## src/rtl/calib_port_pkg.sv

```systemverilog
package calib_port_pkg;

  localparam int IADDR_W = 6;
  localparam int DATA_W  = 32;

  typedef enum logic {
    DIR_WRITE = 1'b0,
    DIR_READ  = 1'b1
  } dir_e;

  typedef enum logic [1:0] {
    SRC_ARRAY  = 2'd0,
    SRC_LOCK   = 2'd1,
    SRC_MANUAL = 2'd2,
    SRC_CALIB  = 2'd3
  } rd_src_e;

  typedef struct packed {
    dir_e               dir;
    logic [IADDR_W-1:0] addr;
    logic [DATA_W-1:0]  data;
  } iop_t;

endpackage

```

## src/rtl/calib_host_regs.sv

```systemverilog
module calib_host_regs
  import calib_port_pkg::*;
#(
  parameter int              BUS_AW    = 12,
  parameter logic [11:0]     OFS_START = 12'h82c,
  parameter logic [11:0]     OFS_CMD   = 12'h830,
  parameter logic [11:0]     OFS_DIN   = 12'h834,
  parameter logic [11:0]     OFS_DOUT  = 12'h838,
  parameter int              DIR_BIT   = 8
) (
  input  logic              clk,
  input  logic              rst,
  input  logic              bus_wr,
  input  logic              bus_rd,
  input  logic [BUS_AW-1:0] bus_addr,
  input  logic [DATA_W-1:0] bus_wdata,
  output logic [DATA_W-1:0] bus_rdata,
  output logic              bus_rvalid,
  output iop_t              op,
  output logic              launch,
  input  logic              capture,
  input  logic [DATA_W-1:0] cap_data,
  output logic [DATA_W-1:0] dout_o
);

  logic               cmd_dir;
  logic [IADDR_W-1:0] cmd_addr;
  logic [DATA_W-1:0]  din_q;
  logic [DATA_W-1:0]  dout_q;
  logic               start_q;
  logic               launch_q;
  logic [DATA_W-1:0]  rdata_q;
  logic               rvalid_q;
  logic [DATA_W-1:0]  rd_mux;

  wire hit_start = (bus_addr == BUS_AW'(OFS_START));
  wire hit_cmd   = (bus_addr == BUS_AW'(OFS_CMD));
  wire hit_din   = (bus_addr == BUS_AW'(OFS_DIN));
  wire hit_dout  = (bus_addr == BUS_AW'(OFS_DOUT));

  always_ff @(posedge clk) begin
    if (rst) begin
      cmd_dir  <= 1'b0;
      cmd_addr <= '0;
      din_q    <= '0;
      start_q  <= 1'b0;
      launch_q <= 1'b0;
    end else begin
      launch_q <= bus_wr && hit_start && bus_wdata[0] && !start_q;
      if (bus_wr && hit_start) start_q <= bus_wdata[0];
      if (bus_wr && hit_cmd) begin
        cmd_dir  <= bus_wdata[DIR_BIT];
        cmd_addr <= bus_wdata[IADDR_W-1:0];
      end
      if (bus_wr && hit_din) din_q <= bus_wdata;
    end
  end

  always_ff @(posedge clk) begin
    if (rst)          dout_q <= '0;
    else if (capture) dout_q <= cap_data;
  end

  always_comb begin
    rd_mux = '0;
    if (hit_start) begin
      rd_mux[0] = start_q;
    end else if (hit_cmd) begin
      rd_mux[DIR_BIT]       = cmd_dir;
      rd_mux[IADDR_W-1:0]   = cmd_addr;
    end else if (hit_din) begin
      rd_mux = din_q;
    end else if (hit_dout) begin
      rd_mux = dout_q;
    end
  end

  always_ff @(posedge clk) begin
    if (rst) begin
      rdata_q  <= '0;
      rvalid_q <= 1'b0;
    end else begin
      rvalid_q <= bus_rd;
      if (bus_rd) rdata_q <= rd_mux;
    end
  end

  assign op         = '{dir: dir_e'(cmd_dir), addr: cmd_addr, data: din_q};
  assign launch     = launch_q;
  assign bus_rdata  = rdata_q;
  assign bus_rvalid = rvalid_q;
  assign dout_o     = dout_q;

endmodule

```

## src/rtl/calib_access_seq.sv

```systemverilog
module calib_access_seq
  import calib_port_pkg::*;
#(
  parameter int BUSY_CYCLES = 4
) (
  input  logic clk,
  input  logic rst,
  input  logic launch,
  input  iop_t op_in,
  output iop_t op_q,
  output logic busy,
  output logic exec,
  output logic capture_rd
);

  localparam int CNT_W = (BUSY_CYCLES > 1) ? $clog2(BUSY_CYCLES) : 1;
  localparam logic [CNT_W-1:0] LAST = CNT_W'(BUSY_CYCLES - 1);

  generate
    if (BUSY_CYCLES < 4) begin : g_bad_window
      $error("BUSY_CYCLES must be at least 4");
    end
  endgenerate

  logic             busy_q;
  logic [CNT_W-1:0] cnt_q;
  iop_t             held_q;

  always_ff @(posedge clk) begin
    if (rst) begin
      busy_q <= 1'b0;
      cnt_q  <= '0;
      held_q <= '0;
    end else if (!busy_q) begin
      if (launch) begin
        busy_q <= 1'b1;
        cnt_q  <= '0;
        held_q <= op_in;
      end
    end else if (cnt_q == LAST) begin
      busy_q <= 1'b0;
      cnt_q  <= '0;
    end else begin
      cnt_q <= cnt_q + 1'b1;
    end
  end

  assign busy       = busy_q;
  assign op_q       = held_q;
  assign exec       = busy_q && (cnt_q == '0);
  assign capture_rd = busy_q && (cnt_q == CNT_W'(1)) && (held_q.dir == DIR_READ);

endmodule

```

## src/rtl/calib_reg_file.sv

```systemverilog
module calib_reg_file
  import calib_port_pkg::*;
#(
  parameter logic [DATA_W-1:0]  UNLOCK_KEY = 32'hA500_0000,
  parameter logic [IADDR_W-1:0] ADR_LOCK   = 6'h00,
  parameter logic [IADDR_W-1:0] ADR_MANUAL = 6'h22,
  parameter logic [IADDR_W-1:0] ADR_CALIB  = 6'h26,
  parameter int                 MAN_BIT    = 7,
  parameter int                 CODE_W     = 5
) (
  input  logic              clk,
  input  logic              rst,
  input  logic              exec,
  input  iop_t              op,
  input  logic [CODE_W-1:0] cal_code,
  output logic [DATA_W-1:0] rd_data,
  output logic              locked,
  output logic              manual_en,
  output logic [CODE_W-1:0] manual_code
);

  localparam int DEPTH = 1 << IADDR_W;

  logic [DATA_W-1:0] mem [DEPTH];
  logic [DATA_W-1:0] mem_q;
  logic [DEPTH-1:0]  vld;
  logic              vld_q;
  rd_src_e           src_q;
  logic [DATA_W-1:0] spec_q;
  logic              locked_q;
  logic              man_q;
  logic [CODE_W-1:0] code_q;
  rd_src_e           src_d;
  logic [DATA_W-1:0] spec_d;

  wire do_wr    = exec && (op.dir == DIR_WRITE);
  wire do_rd    = exec && (op.dir == DIR_READ);
  wire is_array = (src_d == SRC_ARRAY);
  wire arr_wr   = do_wr && is_array && !locked_q;

  always_comb begin
    spec_d = '0;
    if (op.addr == ADR_LOCK) begin
      src_d     = SRC_LOCK;
      spec_d[0] = locked_q;
    end else if (op.addr == ADR_MANUAL) begin
      src_d                = SRC_MANUAL;
      spec_d[MAN_BIT]      = man_q;
      spec_d[CODE_W-1:0]   = code_q;
    end else if (op.addr == ADR_CALIB) begin
      src_d              = SRC_CALIB;
      spec_d[CODE_W-1:0] = cal_code;
    end else begin
      src_d = SRC_ARRAY;
    end
  end

  // storage array without reset so it can map onto block RAM
  always_ff @(posedge clk) begin
    if (arr_wr) mem[op.addr] <= op.data;
    if (do_rd)  mem_q <= mem[op.addr];
  end

  // per-entry written flags give the all-zero reset view
  generate
    for (genvar i = 0; i < DEPTH; i++) begin : g_vld
      always_ff @(posedge clk) begin
        if (rst)                                      vld[i] <= 1'b0;
        else if (arr_wr && op.addr == IADDR_W'(i))    vld[i] <= 1'b1;
      end
    end
  endgenerate

  always_ff @(posedge clk) begin
    if (rst) begin
      vld_q  <= 1'b0;
      src_q  <= SRC_ARRAY;
      spec_q <= '0;
    end else if (do_rd) begin
      vld_q  <= vld[op.addr];
      src_q  <= src_d;
      spec_q <= spec_d;
    end
  end

  always_ff @(posedge clk) begin
    if (rst) begin
      locked_q <= 1'b1;
      man_q    <= 1'b0;
      code_q   <= '0;
    end else if (do_wr) begin
      if (src_d == SRC_LOCK) begin
        locked_q <= (op.data != UNLOCK_KEY);
      end else if (src_d == SRC_MANUAL && !locked_q) begin
        man_q  <= op.data[MAN_BIT];
        code_q <= op.data[CODE_W-1:0];
      end
    end
  end

  assign rd_data     = (src_q == SRC_ARRAY) ? (vld_q ? mem_q : '0) : spec_q;
  assign locked      = locked_q;
  assign manual_en   = man_q;
  assign manual_code = code_q;

endmodule

```

## src/rtl/calib_port.sv

```systemverilog
module calib_port
  import calib_port_pkg::*;
#(
  parameter int BUS_AW      = 12,
  parameter int BUSY_CYCLES = 4,
  parameter int CODE_W      = 5
) (
  input  logic              clk,
  input  logic              rst,
  input  logic              bus_wr,
  input  logic              bus_rd,
  input  logic [BUS_AW-1:0] bus_addr,
  input  logic [31:0]       bus_wdata,
  output logic [31:0]       bus_rdata,
  output logic              bus_rvalid,
  input  logic [CODE_W-1:0] cal_code_i,
  output logic              busy_o,
  output logic              wp_active_o,
  output logic              manual_en_o,
  output logic [CODE_W-1:0] manual_code_o
);

  iop_t              host_op;
  iop_t              run_op;
  logic              launch;
  logic              exec;
  logic              capture_rd;
  logic [DATA_W-1:0] rf_rdata;
  logic [DATA_W-1:0] dout_w;

  calib_host_regs #(
    .BUS_AW(BUS_AW)
  ) u_host (
    .clk       (clk),
    .rst       (rst),
    .bus_wr    (bus_wr),
    .bus_rd    (bus_rd),
    .bus_addr  (bus_addr),
    .bus_wdata (bus_wdata),
    .bus_rdata (bus_rdata),
    .bus_rvalid(bus_rvalid),
    .op        (host_op),
    .launch    (launch),
    .capture   (capture_rd),
    .cap_data  (rf_rdata),
    .dout_o    (dout_w)
  );

  calib_access_seq #(
    .BUSY_CYCLES(BUSY_CYCLES)
  ) u_seq (
    .clk       (clk),
    .rst       (rst),
    .launch    (launch),
    .op_in     (host_op),
    .op_q      (run_op),
    .busy      (busy_o),
    .exec      (exec),
    .capture_rd(capture_rd)
  );

  calib_reg_file #(
    .CODE_W(CODE_W)
  ) u_rf (
    .clk        (clk),
    .rst        (rst),
    .exec       (exec),
    .op         (run_op),
    .cal_code   (cal_code_i),
    .rd_data    (rf_rdata),
    .locked     (wp_active_o),
    .manual_en  (manual_en_o),
    .manual_code(manual_code_o)
  );

endmodule

```

## config.mk

```make
export PLATFORM = sky130hd
export DESIGN_NAME = calib_port
export DESIGN_NICKNAME = d
export VERILOG_FILES = /design/src/rtl/calib_port_pkg.sv /design/src/rtl/calib_host_regs.sv /design/src/rtl/calib_access_seq.sv /design/src/rtl/calib_reg_file.sv /design/src/rtl/calib_port.sv
export SDC_FILE = /design/constraint.sdc
export NUM_CORES = 2
export LEC_CHECK = 0
export CORE_UTILIZATION = 30
export CTS_CLUSTER_SIZE = 8
export DETAILED_ROUTE_END_ITERATION = 8
export DONT_BUFFER_PORTS = 1
export SYNTH_ARGS = -nofsm -noshare
export SYNTH_HDL_FRONTEND = slang
export SYNTH_SLANG_ARGS = --single-unit
```

## constraint.sdc

```tcl
create_clock -name clk -period 3.8 [get_ports clk]
set_input_delay 0.76 -clock clk [delete_from_list [all_inputs] [get_ports clk]]
set_output_delay 0.76 -clock clk [all_outputs]
set_load 0.01 [all_outputs]
```

* After elaboration in Yosys (flattened, before gate mapping)
Memory sizes are Yosys's and may differ from the RTL's. A register that Yosys moved wholly into a read port is not among the register bits.
Cells that the tools add are included.
** Storage, ports and cells
- Memory bits (writable) :: 2048
- Memories kept :: 1
- Register bits after elaboration :: 228
- Output and inout bits :: 41
- Logic and storage cells :: 277
- Latch bits :: 0
- ROM bits :: 0
- Input port bits :: 53
** Memories
- u_rf.mem :: words 64, width 32, read ports 1, clocked after Yosys merged registers in 1, write ports 1, line calib_reg_file.sv:24 : logic [DATA_W-1:0] mem [DEPTH];
** Cells by class
- Equal/unequal tests :: 72
- Reductions and logical operators :: 87
- Mux-type cells :: 29
- Magnitude comparators :: 1
- Div/mod/pow operators :: 0
- Bitwise gates (word level) :: 3
- $add $sub $neg :: 1
- Multipliers :: 0
- Shifts and indexed selects :: 0
** Operators with widths (count)
- 6-bit equality test, second input constant :: 32
- 32-bit 2-to-1 mux :: 4
- 6-bit by 5-bit equality test with 1-bit output, second input constant :: 16
- 1-bit logical AND :: 77
- 12-bit equality test, second input constant :: 4
- 6-bit by 4-bit equality test with 1-bit output, second input constant :: 8
- 32-bit inequality test, second input constant :: 1
- 31-bit 2-to-1 mux :: 1
- 6-bit by 3-bit equality test with 1-bit output, second input constant :: 4
- 23-bit 2-to-1 mux :: 1
- 2-bit 2-to-1 mux :: 7
- 6-bit by 2-bit equality test with 1-bit output, second input constant :: 2
- 1-bit 2-to-1 mux :: 11
- 5-bit 2-to-1 mux :: 2
- 6-bit by 7-bit < comparator with 1-bit output, second input constant :: 1
- 1-bit binary-select mux with 6-bit select :: 1
- 6-bit by 1-bit equality test with 1-bit output, second input constant :: 1
- 2-bit logical NOT :: 3
- 6-bit logical NOT :: 1
- 6-bit 2-to-1 mux :: 1
- 2-bit by 1-bit equality test with 1-bit output, second input constant :: 2
- 2-bit equality test, second input constant :: 2
- 4-bit 2-to-1 mux :: 1
- 2-bit AND reduction :: 2
- other kinds (5) :: 8

* Longest topological paths before layout
- Word-level depth :: 9
- Gate-level depth with buffers :: 10
- Depth with buffers taken out :: 7

* Hierarchy
From an unflattened synthesis, not the netlist that was laid out.
** Unflattened totals
- Cell total of the unflattened synthesis :: 4117
- Area, all modules :: 88170.8 um2
** Modules (own cells, without submodules)
- calib_reg_file :: sequential area each 64061.4 um2, cells an instance 3482, area each 82226.4 um2, instances 1
- calib_host_regs :: sequential area each 2122.0 um2, cells an instance 440, area each 4006.3 um2, instances 1
- calib_access_seq :: sequential area each 840.8 um2, cells an instance 195, area each 1938.1 um2, instances 1

* Worst setup path before layout
Ideal clock, no wire load.
- Kind :: reg2reg
- From :: register u_seq.held_q (netlist bit u_seq.op_q[32])
- To :: memory u_rf.mem[13][0], enable pin
- Setup slack :: 0.316 ns
- Stages on the path, launching flop included :: 9
- Arrival time :: 3.063 ns
- Period minus slack after synthesis :: 3.484 ns
- Setup time :: 0.421 ns
- Data required time :: 3.379 ns
- Path buffers :: 5
- Cell sequence :: dfxtp_1 clkbuf_1 buf_6 buf_6 buf_2 clkbuf_1 nor2b_1 nand3_1 nor2_1
** On the way
- Longest elaborated chain between the ends :: 9
- Elaborated cells on any way between the ends :: 11
- Classes of those cells :: eq/ne: 2; mux: 5; reduce/logical: 4
** Ends and longest elaborated chain
- start: declaration :: line calib_access_seq.sv:27 : iop_t held_q;
- start signal: assignment :: line calib_access_seq.sv:38 : held_q <= op_in;
- 6-bit equality test :: line calib_reg_file.sv:50 : end else if (op.addr == ADR_CALIB) begin
- 2-bit 2-to-1 mux :: line calib_reg_file.sv:50
- 2-bit 2-to-1 mux :: line calib_reg_file.sv:46 : end else if (op.addr == ADR_MANUAL) begin
- 2-bit 2-to-1 mux :: line calib_reg_file.sv:43 : if (op.addr == ADR_LOCK) begin
- 2-bit logical NOT :: line calib_reg_file.sv:38 : wire is_array = (src_d == SRC_ARRAY);
- 1-bit logical AND (2 in series) :: line calib_reg_file.sv:39 : wire arr_wr = do_wr && is_array && !locked_q;
- 1-bit 2-to-1 mux :: line calib_reg_file.sv:60 : if (arr_wr) mem[op.addr] <= op.data;
- 1-bit 2-to-1 mux (implied by the code) :: line calib_reg_file.sv:60
- end: declaration :: line calib_reg_file.sv:24
Several ways; a longest one is shown, not always the timed one.

==> results.sh <==
export IMPL_outcome="finished clean"
export IMPL_grt_first_pass_wirelength_mm=335
export IMPL_cts_setup_buffers=0
export IMPL_cts_num_sinks=2308
export IMPL_endpoint_kind="flop"
export IMPL_start_kind="flop"
export IMPL_start_util=0.303
export IMPL_synth_most_common_cell="edfxtp_1"
export IMPL_ys_flop_type="edfxtp_1"
export IMPL_leakagePower_nw=32.0
export IMPL_synth_area_um2=87500
export IMPL_area_growth_pct=18.9
export IMPL_wirelength_mm=237
export IMPL_max_vdd_ir_drop_mv=0.404
export IMPL_place_ws_ns=0.198
export IMPL_ant_nets=0
export IMPL_yosys_warnings=0
export IMPL_wl_per_cell_um=27.5
export IMPL_wl_met2_mm=114
export IMPL_hold_path_class="input pin to flop"
export IMPL_top_layer="met5"
export IMPL_syn_avg_cell_area_um2=21.3
export IMPL_ys_top_cells_by_count="2080 x edfxtp_1, 655 x mux4_2, 228 x dfxtp_1, 228 x nor2_1, 207 x nand2_1"
export IMPL_grt_pass1_vias=45025
export IMPL_fp_dieW_um=542
export IMPL_finalCritPeriodShare=0.911
export IMPL_hpwl_mm=130
export IMPL_grt_remaining_overflow=0
export IMPL_clk_pin_slew_ns=0.05
export IMPL_grt_usage=0.159
export IMPL_vias=44155
export IMPL_num_rows=197
export IMPL_synth_seq_cells=2308
export IMPL_max_freq_ghz=0.289
export IMPL_worst_slack_ns=0.337
export IMPL_cap_violations=0
export IMPL_synth_edf_count=2080
export IMPL_rrSetupSlack_ns=0.34
export IMPL_drc_errors=0
export IMPL_crit_path_end="u_rf.mem_q[4]"
export IMPL_final_hold_viol_count=0
export IMPL_num_nets_final=4624
export IMPL_drt_vias_per_instance=5.14
export IMPL_powerDensity_nw_per_um2=520
export IMPL_synth_top_area_cell="edfxtp_1"
export IMPL_htreeDepth=5
export IMPL_setup_tns_ns=0
export IMPL_cts_made_buffers=339
export IMPL_met3_length_mm=18.9
export IMPL_antenna_found_initial=15
export IMPL_dieHeight_um=542
export IMPL_clk_latency_ns=0.92
export IMPL_clockBufferDepth=4
export IMPL_crit_required_ns=4.42
export IMPL_crit_type="flop to flop"
export IMPL_max_slew_margin_rel=0.117
export IMPL_drive_above_1_share=0.291
export IMPL_async_reset_ff_frac=0
export IMPL_gp_congestion=0.807
export IMPL_seq_area_frac_synth=0.766
export IMPL_syn_inst=4107
export IMPL_cp_max_fo=21
export IMPL_grt_max_degree=155
export IMPL_cts_tree="yes"
export IMPL_pin_count=94
export IMPL_synth_top_area_frac=0.714
export IMPL_worstReg2RegEnd="u_rf.mem_q[4]"
export IMPL_drtIter0Drc=5761
export IMPL_drv_slew=0
export IMPL_worstPathArrival_ns=4.08
export IMPL_cts_root_buf="clkbuf_16"
export IMPL_fin_crit_ns=3.46
export IMPL_setup_viol=0
export IMPL_wl_met1_mm=94.7
export IMPL_dieArea_um2=294000
export IMPL_synth_area_leaders="edfxtp_1 71%, mux4_2 17%, dfxtp_1 5.2%"
export IMPL_coreArea_um2=289000
export IMPL_reg2reg_from="u_seq.op_q[32]"
export IMPL_rsz0062_at_grt="false"
export IMPL_startpoint="u_seq.op_q[32]"
export IMPL_io_buffers=0
export IMPL_ff2ff_path_depth=6
export IMPL_drt_first_pass_iters=6
export IMPL_ys_types=51
export IMPL_tightest_slew_ns=1.31
export IMPL_finClkSkew_ns=0.0592
-- per-stage QoR --
step           hold WS, ns  cells  total power [mW]  utilization  area (um2)
2_1_floorplan        0.412   4202              28.0            -       87900
3_3_place_gp         0.443   8073              28.0        0.327       94400
3_5_place_dp         0.440   8073              28.0        0.327       94400
4_1_cts           0.000807   8586              54.5        0.360      104000
5_1_grt             0.0313   8590              55.5        0.360      104000
6_report            0.0722   8590              54.1        0.360      104000
-- sequential cells by signal, indices dropped and copies added (netlist names), 2 cells and up --
register          flops
u_rf.mem           2048
u_rf.vld             64
u_seq.op_q           39
u_host.bus_rdata     32
u_host.din_q         32
u_host.dout_o        32
u_rf.mem_q           32
u_host.cmd_addr       6
u_rf.spec_q           6
u_rf.manual_code      5
u_rf.src_q            2
u_seq.cnt_q           2
-- what timing repair did --
| action | CTS | global route |
|---|---|---|
| gates resized for setup | 0 | 0 |
| hold endpoints to repair | 91 | 0 |
| hold buffers | 34 | 0 |
-- how the worst min path moves through the flow --
| stage | slack (ns) | from | to | cells after the start |
|---|---|---|---|---|
| floorplan | 0.41 | u_host.start_q | u_host.launch | 1 |
| finish | 0.07 | bus_wdata[10] | u_host.din_q[10] | 2 |
| detailed placement | 0.44 | u_host.start_q | u_host.launch | 1 |
| global route | 0.03 | bus_wdata[10] | u_host.din_q[10] | 2 |
| CTS | 0.0008 | rst | u_host.cmd_addr[4] | 1 |
| global placement | 0.44 | u_rf.vld[44] | u_rf.vld[44] | 2 |
-- critical path, cell delays in order, from the launching register on --
cell	delay, ns
dfxtp_4	0.65
buf_4	0.33
buf_4	0.43
mux4_2	0.58
mux4_2	0.54
a22oi_1	0.51
nand2_1	0.09
-- final cells by class --
class	count	area, um2
well taps	3880	4850
repair buffers	269	2530
diodes	4	10.0
clock inverters	9	106
multi-input cells	1635	20300
fillers	26292	185000
flip-flops and latches	2308	67100
clock buffers	470	9100
inverters	15	56.3
-- cell families (layout without fill, tap and decap cells) --
group,after synthesis,count (layout),synth area share
other cells,1,100,0.0000428
buf+inv,259,763,0.0127
flops,2308,2308,0.766
simple gates,536,536,0.0261
fa+ha+maj,3,3,0.000429
mux,673,673,0.171
compound gates,327,327,0.0244
-- layer usage --
| layer | up-vias | track usage |
|---|---|---|
| met4 | 4 | 0.0598 |
| met1 | 23750 | 0.211 |
| li1 | 17876 | - |
| met3 | 475 | 0.0323 |
| met2 | 2050 | 0.257 |
| met5 | - | 0 |
-- where the power goes --
group / switching, mW / total [mW] / internal, mW / leakage, nW
logic: 0.103 / 0.181 / 0.0777 / 6.33
registers: 0.00947 / 27.4 / 27.4 / 21.2
clock network: 10.1 / 26.5 / 16.4 / 4.45
total: 10.3 / 54.1 / 43.8 / 32.0
-- layout by cell type, fill, tap and decap left out, types with 3 or more instances in the layout --
master,Yosys,layout
nor3_2,1,3
inv_6,0,4
a22o_1,29,29
nor2b_1,18,14
clkbuf_1,148,125
o221ai_1,7,7
nor4_1,8,7
nand2b_1,7,6
nor2_4,1,64
nand4_1,6,6
and3_1,4,3
nand2_1,207,207
nor4b_1,3,3
dfxtp_4,0,4
clkbuf_16,0,345
mux2i_1,18,18
dfxtp_2,0,32
nor3_1,12,10
conb_1,1,96
nor2_1,228,165
nor2b_4,0,4
dlygate4sd3_1,0,33
buf_12,0,33
mux4_2,655,655
ha_1,3,3
buf_4,10,202
a21oi_1,155,155
diode_2,0,4
dfxtp_1,228,192
inv_1,13,13
a311oi_1,7,7
a22oi_1,121,121
edfxtp_1,2080,2080
nand3_1,25,24
Power figures use the tool's default switching activity.
